## src/rtl/sadd_pkg.sv

```systemverilog
package sadd_pkg;
  typedef struct packed {
    logic carry;
    logic ovf;
    logic zero;
    logic neg;
  } sadd_flags_t;
endpackage

```

## src/rtl/sadd_operand_prep.sv

```systemverilog
module sadd_operand_prep #(
  parameter int WIDTH = 8
) (
  input  logic [WIDTH-1:0] rhs,
  input  logic             carry_in,
  input  logic             subtract,
  output logic [WIDTH-1:0] rhs_eff,
  output logic             cin_eff
);
  // Conditional bitwise inversion of the right operand
  for (genvar i = 0; i < WIDTH; i++) begin : g_inv
    assign rhs_eff[i] = rhs[i] ^ subtract;
  end

  // Subtraction forces the +1; external carry is ignored then
  assign cin_eff = subtract | carry_in;
endmodule

```

## src/rtl/sadd_ext_adder.sv

```systemverilog
module sadd_ext_adder #(
  parameter int WIDTH = 8
) (
  input  logic [WIDTH-1:0] lhs,
  input  logic [WIDTH-1:0] rhs_eff,
  input  logic             cin_eff,
  output logic [WIDTH-1:0] sum,
  output logic             carry
);
  localparam int EW = WIDTH + 2;

  logic [EW-1:0] ext_l;
  logic [EW-1:0] ext_r;
  logic [EW-1:0] wide;

  // Zero above the MSB collects the carry; pad below the LSB injects it
  assign ext_l = {1'b0, lhs, 1'b1};
  assign ext_r = {1'b0, rhs_eff, cin_eff};
  assign wide  = ext_l + ext_r;

  assign sum   = wide[WIDTH:1];
  assign carry = wide[EW-1];

  // The discarded pad bit is 1 + cin_eff, so its value is the inverse of the carry
  always_comb begin
    a_r2_pad_bit: assert (wide[0] == ~cin_eff)
      else $error("pad bit mismatch");
  end
endmodule

```

## src/rtl/sadd_flag_gen.sv

```systemverilog
module sadd_flag_gen
  import sadd_pkg::*;
#(
  parameter int WIDTH = 8
) (
  input  logic             lhs_msb,
  input  logic             rhs_msb,
  input  logic [WIDTH-1:0] sum,
  input  logic             carry,
  output sadd_flags_t      flags
);
  always_comb begin
    flags.carry = carry;
    // Like-signed inputs that produce an opposite-signed result
    flags.ovf   = (lhs_msb == rhs_msb) && (sum[WIDTH-1] != lhs_msb);
    flags.zero  = ~|sum;
    flags.neg   = sum[WIDTH-1];
  end

  always_comb begin
    a_r9_zero_not_neg: assert (!(flags.zero && flags.neg))
      else $error("zero and negative both set");
  end
endmodule

```

## src/rtl/signed_addsub_flags.sv

```systemverilog
module signed_addsub_flags
  import sadd_pkg::*;
#(
  parameter int WIDTH = 8
) (
  input  logic [WIDTH-1:0] lhs,
  input  logic [WIDTH-1:0] rhs,
  input  logic             carry_in,
  input  logic             subtract,
  output logic [WIDTH-1:0] result,
  output logic             carry_out,
  output logic             overflow,
  output logic             is_zero,
  output logic             is_neg
);
  logic [WIDTH-1:0] rhs_eff;
  logic             cin_eff;
  logic [WIDTH-1:0] sum;
  logic             carry;
  sadd_flags_t      flags;

  sadd_operand_prep #(.WIDTH(WIDTH)) u_prep (
    .rhs(rhs), .carry_in(carry_in), .subtract(subtract),
    .rhs_eff(rhs_eff), .cin_eff(cin_eff)
  );

  sadd_ext_adder #(.WIDTH(WIDTH)) u_add (
    .lhs(lhs), .rhs_eff(rhs_eff), .cin_eff(cin_eff),
    .sum(sum), .carry(carry)
  );

  // The overflow test sees the operand actually fed to the adder
  sadd_flag_gen #(.WIDTH(WIDTH)) u_flags (
    .lhs_msb(lhs[WIDTH-1]), .rhs_msb(rhs_eff[WIDTH-1]),
    .sum(sum), .carry(carry), .flags(flags)
  );

  assign result    = sum;
  assign carry_out = flags.carry;
  assign overflow  = flags.ovf;
  assign is_zero   = flags.zero;
  assign is_neg    = flags.neg;

  // Independent reference arithmetic for the assertions
  logic signed [WIDTH:0] s_ref;
  logic        [WIDTH:0] u_ref;

  always_comb begin
    if (subtract) begin
      s_ref = $signed({lhs[WIDTH-1], lhs}) - $signed({rhs[WIDTH-1], rhs});
      u_ref = {1'b0, lhs} - {1'b0, rhs};
    end else begin
      s_ref = $signed({lhs[WIDTH-1], lhs}) + $signed({rhs[WIDTH-1], rhs})
              + $signed({{WIDTH{1'b0}}, carry_in});
      u_ref = {1'b0, lhs} + {1'b0, rhs} + {{WIDTH{1'b0}}, carry_in};
    end

    a_r1_r4_result: assert (result == u_ref[WIDTH-1:0])
      else $error("result mismatch");
    a_r3_r6_carry: assert (carry_out == (subtract ? ~u_ref[WIDTH] : u_ref[WIDTH]))
      else $error("carry mismatch");
    a_r7_r8_overflow: assert (overflow == (s_ref[WIDTH] ^ s_ref[WIDTH-1]))
      else $error("overflow mismatch");
  end
endmodule

```

## config.mk

```make
export PLATFORM = sky130hd
export DESIGN_NAME = signed_addsub_flags
export DESIGN_NICKNAME = d
export VERILOG_FILES = /design/src/rtl/sadd_pkg.sv /design/src/rtl/sadd_operand_prep.sv /design/src/rtl/sadd_ext_adder.sv /design/src/rtl/sadd_flag_gen.sv /design/src/rtl/signed_addsub_flags.sv
export SDC_FILE = /design/constraint.sdc
export NUM_CORES = 1
export LEC_CHECK = 0
export ABC_AREA = 1
export BUFFER_PORTS_ARGS = -buffer_cell sky130_fd_sc_hd__buf_4
export CORE_AREA = 2 2 39 41
export DETAILED_ROUTE_END_ITERATION = 10
export DIE_AREA = 0 0 41 43
export GPL_TIMING_DRIVEN = 0
export PLACE_DENSITY = 0.91
export SLEW_MARGIN = 20
export SYNTH_ARGS = -nofsm -noshare
export SYNTH_HDL_FRONTEND = slang
export SYNTH_HIERARCHICAL = 1
export SYNTH_SLANG_ARGS = --single-unit
```

## constraint.sdc

```tcl
create_clock -name vclk -period 4.3
set_input_delay 0.43 -clock vclk [all_inputs]
set_output_delay 0.43 -clock vclk [all_outputs]
set_load 0.02 [all_outputs]
```

==> summary.txt, run 1 <==
Outcome
  • Status: completed

Pwr
  • Clk pwr share: 0%
  • Power Internal: 78.3 µW
  • Maximum vdd ir drop: 0.0000890 V
  • Combinational share of power: 100.0%
  • Sw Ratio: 56.5%
  • Switching pwr: 102 µW
  • P_leak: 0.592 nW
  • PwrDens: 205 nW/µm²
  • Flop pwr share: 0%

Setup path
  • Startpoint Class: input pin
  • Worst setup EP type: primary output
  • CP Launch Point: subtract
  • Critical Path Slowest Stage Cell: fa_1
  • Max incr delay on CP: 0.42 ns
  • CP bufs+invs: 2
  • Crit-path max FO: 10
  • Worst-path cell chain: buf_6 > or2_1 > fa_1 > nand2_1 > nand2_1 > nand3_1 > nand2_1 > nand2_1 > nand2_1 > nor2_1 > nand2_1 > nor2_1 > buf_4
  • CP Data Arrival Time: 2.22 ns
  • Critical path's most frequent cell: nand2_1
  • Cell family with most CP delay: simple AND/OR/NAND/NOR gates
  • CP required: 3.87 ns
  • CP Class: in2out

Route
  • Drt pass-1 iters: 4
  • Total number of vias: 823
  • Vias/cell: 4.68
  • Initial DRC count: 23
  • DRC violations left: 0
  • Antenna-violating nets left: 0
  • Total wire length: 1.48 mm
  • WL/cell: 8.40 µm

Final layout
  • Clock buffers: 0
  • Storage cell area: 0 µm²
  • Post-Layout Cell Count: 176
  • Final #Nets: 189
  • N_diodes: 0
  • Final Cell Area: 876 µm²
  • Synth-to-layout area growth: 37.3%
  • Share of cells above drive strength 1: 20.6%
  • Filler Cell Count: 131
  • Seq cells: 0

Placed design
  • Post-DP Area: 876 µm²
  • Port buffer count: 29
  • Dpl cells: 176
  • Placer Congestion: 0.821
  • DP HPWL: 1.33 mm
  • Setup Slack @ Placement: 1.69 ns

Yosys
  • Mapped Nets: 158
  • Mapped cell area: 638 µm²
  • Warnings from Yosys: 6
  • Synth cell count leaders: nand2_1 (63), inv_1 (23), nor2_1 (14)
  • Synth top area share: 37.1%
  • Mapped Avg Cell Area: 4.87 µm²
  • Main area contributors after synthesis: nand2_1 (37%), ha_1 (16%), inv_1 (14%), nor2_1 (8.2%), nand3_1 (4.7%)
  • Yosys cell types: 15
  • Syn Inst Count: 131
  • Register area share after synthesis: 0%
  • Top-count cell post-synth: nand2_1
  • Area leader, netlist: nand2_1

Global route
  • First-pass GRT wire length: 2.44 mm
  • Total track usage: 18.3%
  • Largest net degree at the start of global routing: 11
  • Total gr overflow: 0
  • Initial antenna violation count: 0
  • Vias in the first global route: 657

STA
  • Setup TNS: 0 ns
  • Max Clk Rate: 0.377 GHz
  • WHS: 1.26 ns
  • RSZ-0062 raised after global routing: false
  • # setup viols final: 0
  • Final hold violation count: 0
  • Final period util: 61.6%
  • Post-route setup slack: 1.65 ns
  • Rel. slew slack: 85.1%
  • Tmin final: 2.65 ns
  • Pins Over Slew Limit: 0
  • Worst Tran Pin Value: 0.223 ns

Floorplanning
  • Die Y: 43 µm
  • Row count: 14
  • Die footprint: 1760 µm²
  • CORE AREA: 1380 µm²
  • Initial Utilization: 46.1%
  • IO Count: 30
  • Die Wd: 41 µm

Min path
  • Hold Crit Start: lhs[7]
  • HP Class: in2out

CTS
  • Cts hold-fix bufs: 0
  • Post-cts sizing count: 0
  • Post CTS Setup Buffer Count: 0

Flow run
  • Max cap viols: 0
worst paths after layout:
kind	end	slack [ns]	cells after the start
setup / recovery	is_zero	1.65	13
hold / removal	overflow	1.26	5
layout by cell type (no fill, tap or decap):
master / count
nand2_1: 63
buf_4: 31
inv_1: 23
nor2_1: 14
ha_1: 8
nand3_1: 6
or2_1: 3
a21oi_1: 3
nand3b_1: 2
xnor2_1: 2
o21bai_1: 1
xor2_1: 1
fa_1: 1
buf_6: 1
inv_2: 1
power groups by stage:
stage | logic [mW] | registers [mW] | clock network (mW)
global placement | 0.175 | 0 | 0
floorplan | 0.118 | 0 | 0
finish | 0.180 | 0 | 0
detailed placement | 0.179 | 0 | 0
global route | 0.199 | 0 | 0
CTS | 0.180 | 0 | 0
layer usage:
metal  GRT usage [%]  vias up  share of wire [%]
li1                -      446                  -
met2            34.1       24                 53
met5               0        -                  0
met3               0        0                4.5
met4               0        0                  0
met1            23.6      353                 42
logic make-up (layout without fill, tap and decap cells):
kind of cell | after synthesis | count (layout) | synth area share (%)
AOI/OAI and AO/OA | 4 | 4 | 3.53
buffers and inverters | 27 | 56 | 18.2
and+or+nand+nor | 88 | 88 | 55.3
xor gates and xnor gates | 3 | 3 | 4.12
adders and majority gates | 9 | 9 | 18.8
per-stage QoR:
stage / util (%) / total power [mW]
4_1_cts: 63.3 / 0.180
2_1_floorplan: - / 0.118
3_3_place_gp: 63.3 / 0.175
6_report: 63.3 / 0.180
5_1_grt: 63.3 / 0.199
3_5_place_dp: 63.3 / 0.179
cell type report:
type,instances,area (µm²),share of cell area [%]
plain buffers,3,26.3,3.00
multi-input cells,104,522,59.6
well taps,16,20.0,2.29
repair buffers,29,218,24.9
inverters,24,90.1,10.3
tightest hold or removal path, delay by kind of cell:
kind	cells	cell delay, ns
buffers and inverters	2	0.25
AND/OR/NAND/NOR	3	0.14
Power figures use the tool's default switching activity.
==> run 2, diff against run 1 <==
--- a/config.mk
+++ b/config.mk
@@ -5,13 +5,13 @@
 export SDC_FILE = /design/constraint.sdc
 export NUM_CORES = 1
 export LEC_CHECK = 0
-export ABC_AREA = 1
+export ABC_AREA = 0
 export BUFFER_PORTS_ARGS = -buffer_cell sky130_fd_sc_hd__buf_4
 export CORE_AREA = 2 2 39 41
 export DETAILED_ROUTE_END_ITERATION = 10
 export DIE_AREA = 0 0 41 43
 export GPL_TIMING_DRIVEN = 0
-export PLACE_DENSITY = 0.91
+export PLACE_DENSITY = 0.81
 export SLEW_MARGIN = 20
 export SYNTH_ARGS = -nofsm -noshare
 export SYNTH_HDL_FRONTEND = slang
==> constraint.sdc (replaced) <==
create_clock -name vclk -period 2.4
set_input_delay 0.24 -clock vclk [all_inputs]
set_output_delay 0.24 -clock vclk [all_outputs]
set_load 0.02 [all_outputs]
==> run 2 against run 1 <==
Net effect: worst hold slack worse by 0.38 ns; non-clock buffer count increased by 6; cell count down 39%; critical path depth shrank 3; die area unchanged; core utilization unchanged; largest cell class unchanged; critical endpoint unchanged; clock-buffer cell count did not move; the flow now finishes with violations (negative setup slack); power grew to 2.6 times the previous value; global-route usage is 4.8 points lower; flip-flop and latch count unchanged; worst setup slack got worse by 1.7 ns; wire length down 6.3%.
==> summary.txt, run 2 <==
STA
  • Max Clk Rate: 0.404 GHz
  • RSZ-0062 raised after global routing: true (was false)
  • Pins Over Slew Limit: 0 (unchanged)
  • Post-route setup slack: -0.0726 ns (was 1.65 ns)
  • Rel. slew slack: 80.3% (was 85.1%)
  • Tmin final: 2.47 ns
  • Final period util: 103%
  • # setup viols final: 1 (was 0)
  • Final hold violation count: 0 (unchanged)
  • Worst Tran Pin Value: 0.295 ns (was 0.223 ns)

Global route
  • Initial antenna violation count: 0 (unchanged)
  • Total track usage: 13.5% (was 18.3%)
  • Total gr overflow: 0 (unchanged)
  • First-pass GRT wire length: 1.79 mm (was 2.44 mm)
  • Vias in the first global route: 499 (was 657)
  • Largest net degree at the start of global routing: 10 (was 11)

Floorplanning
  • IO Count: 30 (unchanged)
  • Row count: 14 (unchanged)
  • Initial Utilization: 34.4% (was 46.1%)
  • Die Wd: 41 µm (unchanged)
  • Die footprint: 1760 µm² (unchanged)
  • CORE AREA: 1380 µm² (unchanged)
  • Die Y: 43 µm (unchanged)

Yosys
  • Mapped Nets: 83 (was 158)
  • Synth top area share: 21.0% (was 37.1%)
  • Syn Inst Count: 56 (was 131)
  • Register area share after synthesis: 0% (unchanged)
  • Area leader, netlist: ha_1 (was nand2_1)
  • Mapped Avg Cell Area: 8.51 µm² (was 4.87 µm²)
  • Mapped cell area: 477 µm² (was 638 µm²)
  • Warnings from Yosys: 6 (unchanged)
  • Synth cell count leaders: xor2_1 (10), ha_1 (8), xnor2_1 (5) (was nand2_1 (63), inv_1 (23), nor2_1 (14))
  • Yosys cell types: 25 (was 15)
  • Top-count cell post-synth: xor2_1 (was nand2_1)
  • Main area contributors after synthesis: ha_1 (21%), xor2_1 (18%), xnor2_1 (9.2%), fa_1 (4.2%), a21oi_2 (3.7%) (was nand2_1 (37%), ha_1 (16%), inv_1 (14%), nor2_1 (8.2%), nand3_1 (4.7%))

Route
  • Antenna-violating nets left: 0 (unchanged)
  • Drt pass-1 iters: 3 (was 4)
  • Initial DRC count: 1 (was 23)
  • Total wire length: 1.39 mm (was 1.48 mm)
  • WL/cell: 13.0 µm (was 8.40 µm)
  • DRC violations left: 0 (unchanged)
  • Total number of vias: 527 (was 823)
  • Vias/cell: 4.93 (was 4.68)

Setup path
  • Worst setup EP type: primary output (unchanged)
  • CP Class: in2out (unchanged)
  • CP required: 2.16 ns (was 3.87 ns)
  • CP Data Arrival Time: 2.23 ns (was 2.22 ns)
  • Startpoint Class: input pin (unchanged)
  • Crit-path max FO: 5 (was 10)

Min path
  • WHS Path Cells: 4 (was 5)
  • HP Class: in2out (unchanged)
  • Hold Path Sink: overflow (unchanged)
  • Hold Crit Start: lhs[7] (unchanged)

Placed design
  • Port buffer count: 29 (unchanged)
  • Placer Congestion: 0.660 (was 0.821)
  • DP HPWL: 947 µm (was 1.33 mm)
  • Dpl cells: 101 (was 176)

Final layout
  • Storage cell area: 0 µm² (unchanged)
  • Final #Nets: 120 (was 189)
  • N_diodes: 0 (unchanged)
  • Most frequent cells in the layout: buf_4 (33), xor2_1 (9), ha_1 (8) (was nand2_1 (63), buf_4 (31), inv_1 (23))
  • Clock buffers: 0 (unchanged)
  • Filler Cell Count: 114 (was 131)
  • Share of cells above drive strength 1: 60.4% (was 20.6%)
  • Post-Layout Cell Count: 107 (was 176)
  • Synth-to-layout area growth: 83.7% (was 37.3%)
  • Seq cells: 0 (unchanged)
  • Most common cell after layout, fill and taps aside: buf_4 (was nand2_1)

Pwr
  • P_leak: 0.420 nW (was 0.592 nW)
  • Maximum vdd ir drop: 0.000307 V (was 0.0000890 V)
  • Power, Total: 468 µW (was 180 µW)
  • PwrDens: 535 nW/µm² (was 205 nW/µm²)

Outcome
  • Status: finished, violations left (was completed)
  • Failing checks: negative setup slack

Flow run
  • Max cap viols: 0 (unchanged)

CTS
  • Cts hold-fix bufs: 0 (unchanged)
-- run 2: cell types whose count changed after synthesis, sizes merged, moves of 2 or more --
cell,delta
a21o,+2
a21oi,+2
inv,-22
nand2,-60
nand3,-5
nand3b,-2
nor2,-10
o22ai,+2
or2,-2
or4,+2
xnor2,+3
xor2,+9
-- run 2: cell type report --
type                       count  area [µm²]  area share [%]
tap                           16        20.0            2.29
timing repair buffer          35         292            33.3
multi-input combinational     51         522            59.6
buffer                         3        35.0            4.00
inverter                       2        7.51           0.857
-- run 2: worst max-delay path by stage --
stage              from       to  slack (ns)  cells after the start
6_report       subtract  is_zero       -0.07                     10
3_5_place_dp   subtract  is_zero       -0.34                     10
2_1_floorplan  subtract  is_zero       -0.26                      9
5_1_grt        subtract  is_zero       -0.15                     11
4_1_cts        subtract  is_zero       -0.11                     10
3_3_place_gp   subtract  is_zero       -0.32                     10
-- run 2: repair_timing --
item,CTS,global route
endpoints found under the setup margin,2,2
buffers inserted,3,2
pin swaps,3,3
endpoints found under the hold margin,0,0
cloned,0,1
gates resized for setup,2,9
-- run 2: logic make-up after synthesis --
logic type | after synthesis | synth area share [%]
fa+ha+maj | 9 | 25.2
simple gates | 13 | 13.4
xor+xnor | 15 | 27.6
compound gates | 14 | 26.8
buf+inv | 5 | 7.09
-- run 2: critical path, cell delays in order --
cell     delay [ns]
buf_12         0.11
or2_4          0.23
fa_2           0.37
a21oi_4        0.17
o22ai_4        0.09
o41ai_4        0.26
xnor2_2        0.10
or4_4          0.43
nor2_4         0.10
buf_6          0.12
-- run 2: through the flow --
stage	setup slack, ns	hold slack [ns]	utilization, %	area, µm²	TNS, ns
final	-0.0726	0.871	63.3	876	-0.0726
after global routing	-0.154	0.889	63.3	876	-0.175
after CTS	-0.115	0.869	56.4	781	-0.115
after detailed placement	-0.344	0.868	54.0	747	-0.421
after global placement	-0.323	0.864	54.0	747	-0.393
after floorplan	-0.262	0.678	-	509	-0.412
-- run 2: metal layers --
layer | share of wire [%] | track usage, % | wire length (µm)
met1 | 37 | 16.9 | 513
met2 | 57 | 25.6 | 784
met3 | 6.4 | 0 | 89
met4 | 0 | 0 | 0
met5 | 0 | 0 | 0
-- run 2: report_power, final --
| part | switching [mW] | internal, mW |
|---|---|---|
| Sequential | 0 | 0 |
| Combinational | 0.238 | 0.230 |
| Clock | 0 | 0 |
==> run 3, diff against run 2 <==
==> constraint.sdc (replaced) <==
create_clock -name vclk -period 2.4
set_input_delay 0.24 -clock vclk [all_inputs]
set_output_delay 0.24 -clock vclk [all_outputs]
set_load 0.005 [all_outputs]
==> run 3 against run 2 <==
Net effect: the flow still finishes with violations (negative setup slack); die area stayed put; cell count decreased by 1.9%; sequential share of layout area unchanged; worst setup slack improved by 0.015 ns; clock-buffer cell count did not move; critical path type unchanged.
==> summary.txt, run 3 (same netlist as run 2, synthesis figures left out) <==
Outcome
  • Status: finished, violations left (unchanged)
  • Failing checks: negative setup slack (unchanged)

Final layout
  • Final Util: 57.8% (was 63.3%)
  • Share of cells above drive strength 1: 53.9% (was 60.4%)
  • Clock buffers: 0 (unchanged)
  • Most frequent cells in the layout: buf_4 (35), xor2_1 (9), ha_1 (8) (was buf_4 (33), xor2_1 (9), ha_1 (8))
  • Seq cells: 0 (unchanged)
  • Synth-to-layout area growth: 67.7% (was 83.7%)
  • Most common cell after layout, fill and taps aside: buf_4 (unchanged)
  • N_diodes: 0 (unchanged)
  • Filler Cell Count: 125 (was 114)
  • Storage cell area: 0 µm² (unchanged)
  • Post-Layout Cell Count: 105 (was 107)
  • Final #Nets: 118 (was 120)

Global route
  • First-pass GRT wire length: 1.86 mm (was 1.79 mm)
  • Total gr overflow: 0 (unchanged)
  • Total track usage: 14.4% (was 13.5%)
  • Initial antenna violation count: 0 (unchanged)
  • Largest net degree at the start of global routing: 10 (unchanged)
  • Vias in the first global route: 498 (was 499)

CTS
  • Cts hold-fix bufs: 0 (unchanged)

Route
  • DRC violations left: 0 (unchanged)
  • Total wire length: 1.22 mm (was 1.39 mm)
  • Routed wl met3: 89 µm (unchanged)
  • Vias/cell: 4.97 (was 4.93)
  • WL met1: 425 µm (was 513 µm)
  • Initial DRC count: 3 (was 1)
  • Top Metal Used: met4 (was met3)
  • Antenna-violating nets left: 0 (unchanged)
  • Total number of vias: 522 (was 527)
  • WL/cell: 11.6 µm (was 13.0 µm)
  • Drt pass-1 iters: 2 (was 3)
  • WL met2: 671 µm (was 784 µm)

Setup path
  • Crit-path max FO: 9 (was 5)
  • CP required: 2.16 ns (about the same)
  • Critical Path Slowest Stage Cell: or4_4 (unchanged)
  • CP Data Arrival Time: 2.22 ns (was 2.23 ns)
  • Max incr delay on CP: 0.50 ns (was 0.43 ns)
  • CP Class: in2out (unchanged)
  • Worst-path cell chain: buf_12 > or2_4 > fa_2 > a21oi_4 > inv_1 > a21oi_1 > xnor2_1 > or4_4 > nor2_1 > buf_4 (was buf_12 > or2_4 > fa_2 > a21oi_4 > o22ai_4 > o41ai_4 > xnor2_2 > or4_4 > nor2_4 > buf_6)
  • Startpoint Class: input pin (unchanged)
  • Worst setup EP type: primary output (unchanged)

Placed design
  • Port buffer count: 29 (unchanged)
  • Setup Slack @ Placement: -0.282 ns (was -0.344 ns)
  • Placer Congestion: 0.683 (was 0.660)
  • DP HPWL: 991 µm (was 947 µm)
  • Dpl cells: 101 (unchanged)

Flow run
  • Max cap viols: 0 (unchanged)

Floorplanning
  • Die footprint: 1760 µm² (unchanged)
  • CORE AREA: 1380 µm² (unchanged)
  • Initial Utilization: 34.4% (unchanged)
  • Die Y: 43 µm (unchanged)
  • Row count: 14 (unchanged)
  • IO Count: 30 (unchanged)
  • Die Wd: 41 µm (unchanged)

STA
  • Worst Tran Pin Value: 0.308 ns (was 0.295 ns)
  • Final hold violation count: 0 (unchanged)
  • Max Clk Rate: 0.407 GHz (was 0.404 GHz)
  • # setup viols final: 2 (was 1)
  • Tmin final: 2.46 ns (was 2.47 ns)
  • Final period util: 102% (was 103%)
  • Pins Over Slew Limit: 0 (unchanged)
  • Post-route setup slack: -0.0571 ns (was -0.0726 ns)
  • RSZ-0062 raised after global routing: true (unchanged)
  • Rel. slew slack: 79.4% (was 80.3%)

Pwr
  • Maximum vdd ir drop: 0.000194 V (was 0.000307 V)
  • PwrDens: 455 nW/µm² (was 535 nW/µm²)
  • P_leak: 0.390 nW (was 0.420 nW)

Min path
  • WHS Path Cells: 4 (unchanged)
  • Hold Path Sink: overflow (unchanged)
  • Hold Crit Start: lhs[7] (unchanged)
  • HP Class: in2out (unchanged)
[run 3: changes by cell type in the layout (fill, tap and decap cells not counted), sizes merged]
| cell | change |
|---|---|
| clkbuf | -1 |
| buf | -1 |
[run 3: worst max-delay path: cells and delay by family]
family / cells / cell delay [ns]
XOR/XNOR: 1 / 0.13
AND/OR/NAND/NOR: 3 / 0.85
buffers and inverters: 3 / 0.29
AO/OA/AOI/OAI: 2 / 0.33
adder cells (fa/ha/maj): 1 / 0.37
[run 3: worst max-delay path by stage]
stage	start	endpoint	depth (start not counted)
after floorplan	subtract	is_zero	9
after global placement	subtract	is_zero	10
after detailed placement	subtract	is_zero	10
after CTS	subtract	is_zero	10
after global routing	subtract	is_zero	10
final	subtract	is_zero	10
[run 3: what timing repair did]
item                                    in CTS  in global routing
endpoints found under the setup margin       2                  2
gates resized for setup                      3                  2
setup buffers                                3                  1
pin swaps                                    4                  1
[run 3: cell type report]
cell class	count	area [µm²]	area share, %
plain buffers	3	35.0	4.38
inverters	2	7.51	0.939
multi-input cells	51	489	61.2
well taps	16	20.0	2.50
repair buffers	33	248	31.0
[run 3: per-layer routing]
| metal | track usage, % | vias up |
|---|---|---|
| met3 | 1.05 | 4 |
| met4 | 3.33 | 0 |
| li1 | - | 263 |
| met5 | 0 | - |
| met2 | 27.8 | 22 |
| met1 | 15.4 | 233 |
[run 3: report_power, final]
group | switching, mW | total (mW) | internal, mW | leakage (nW)
clock network | 0 | 0 | 0 | 0
registers | 0 | 0 | 0 | 0
logic | 0.155 | 0.364 | 0.209 | 0.390
total | 0.155 | 0.364 | 0.209 | 0.390
[run 3: per-stage QoR]
stage	hold slack [ns]	instance area (µm²)	setup TNS, ns	power [mW]
floorplan	0.597	490	-0.0725	0.187
global placement	0.842	728	-0.257	0.311
detailed placement	0.846	728	-0.352	0.318
CTS	0.847	777	-0.0400	0.347
global route	0.856	800	-0.330	0.399
finish	0.845	800	-0.0787	0.364
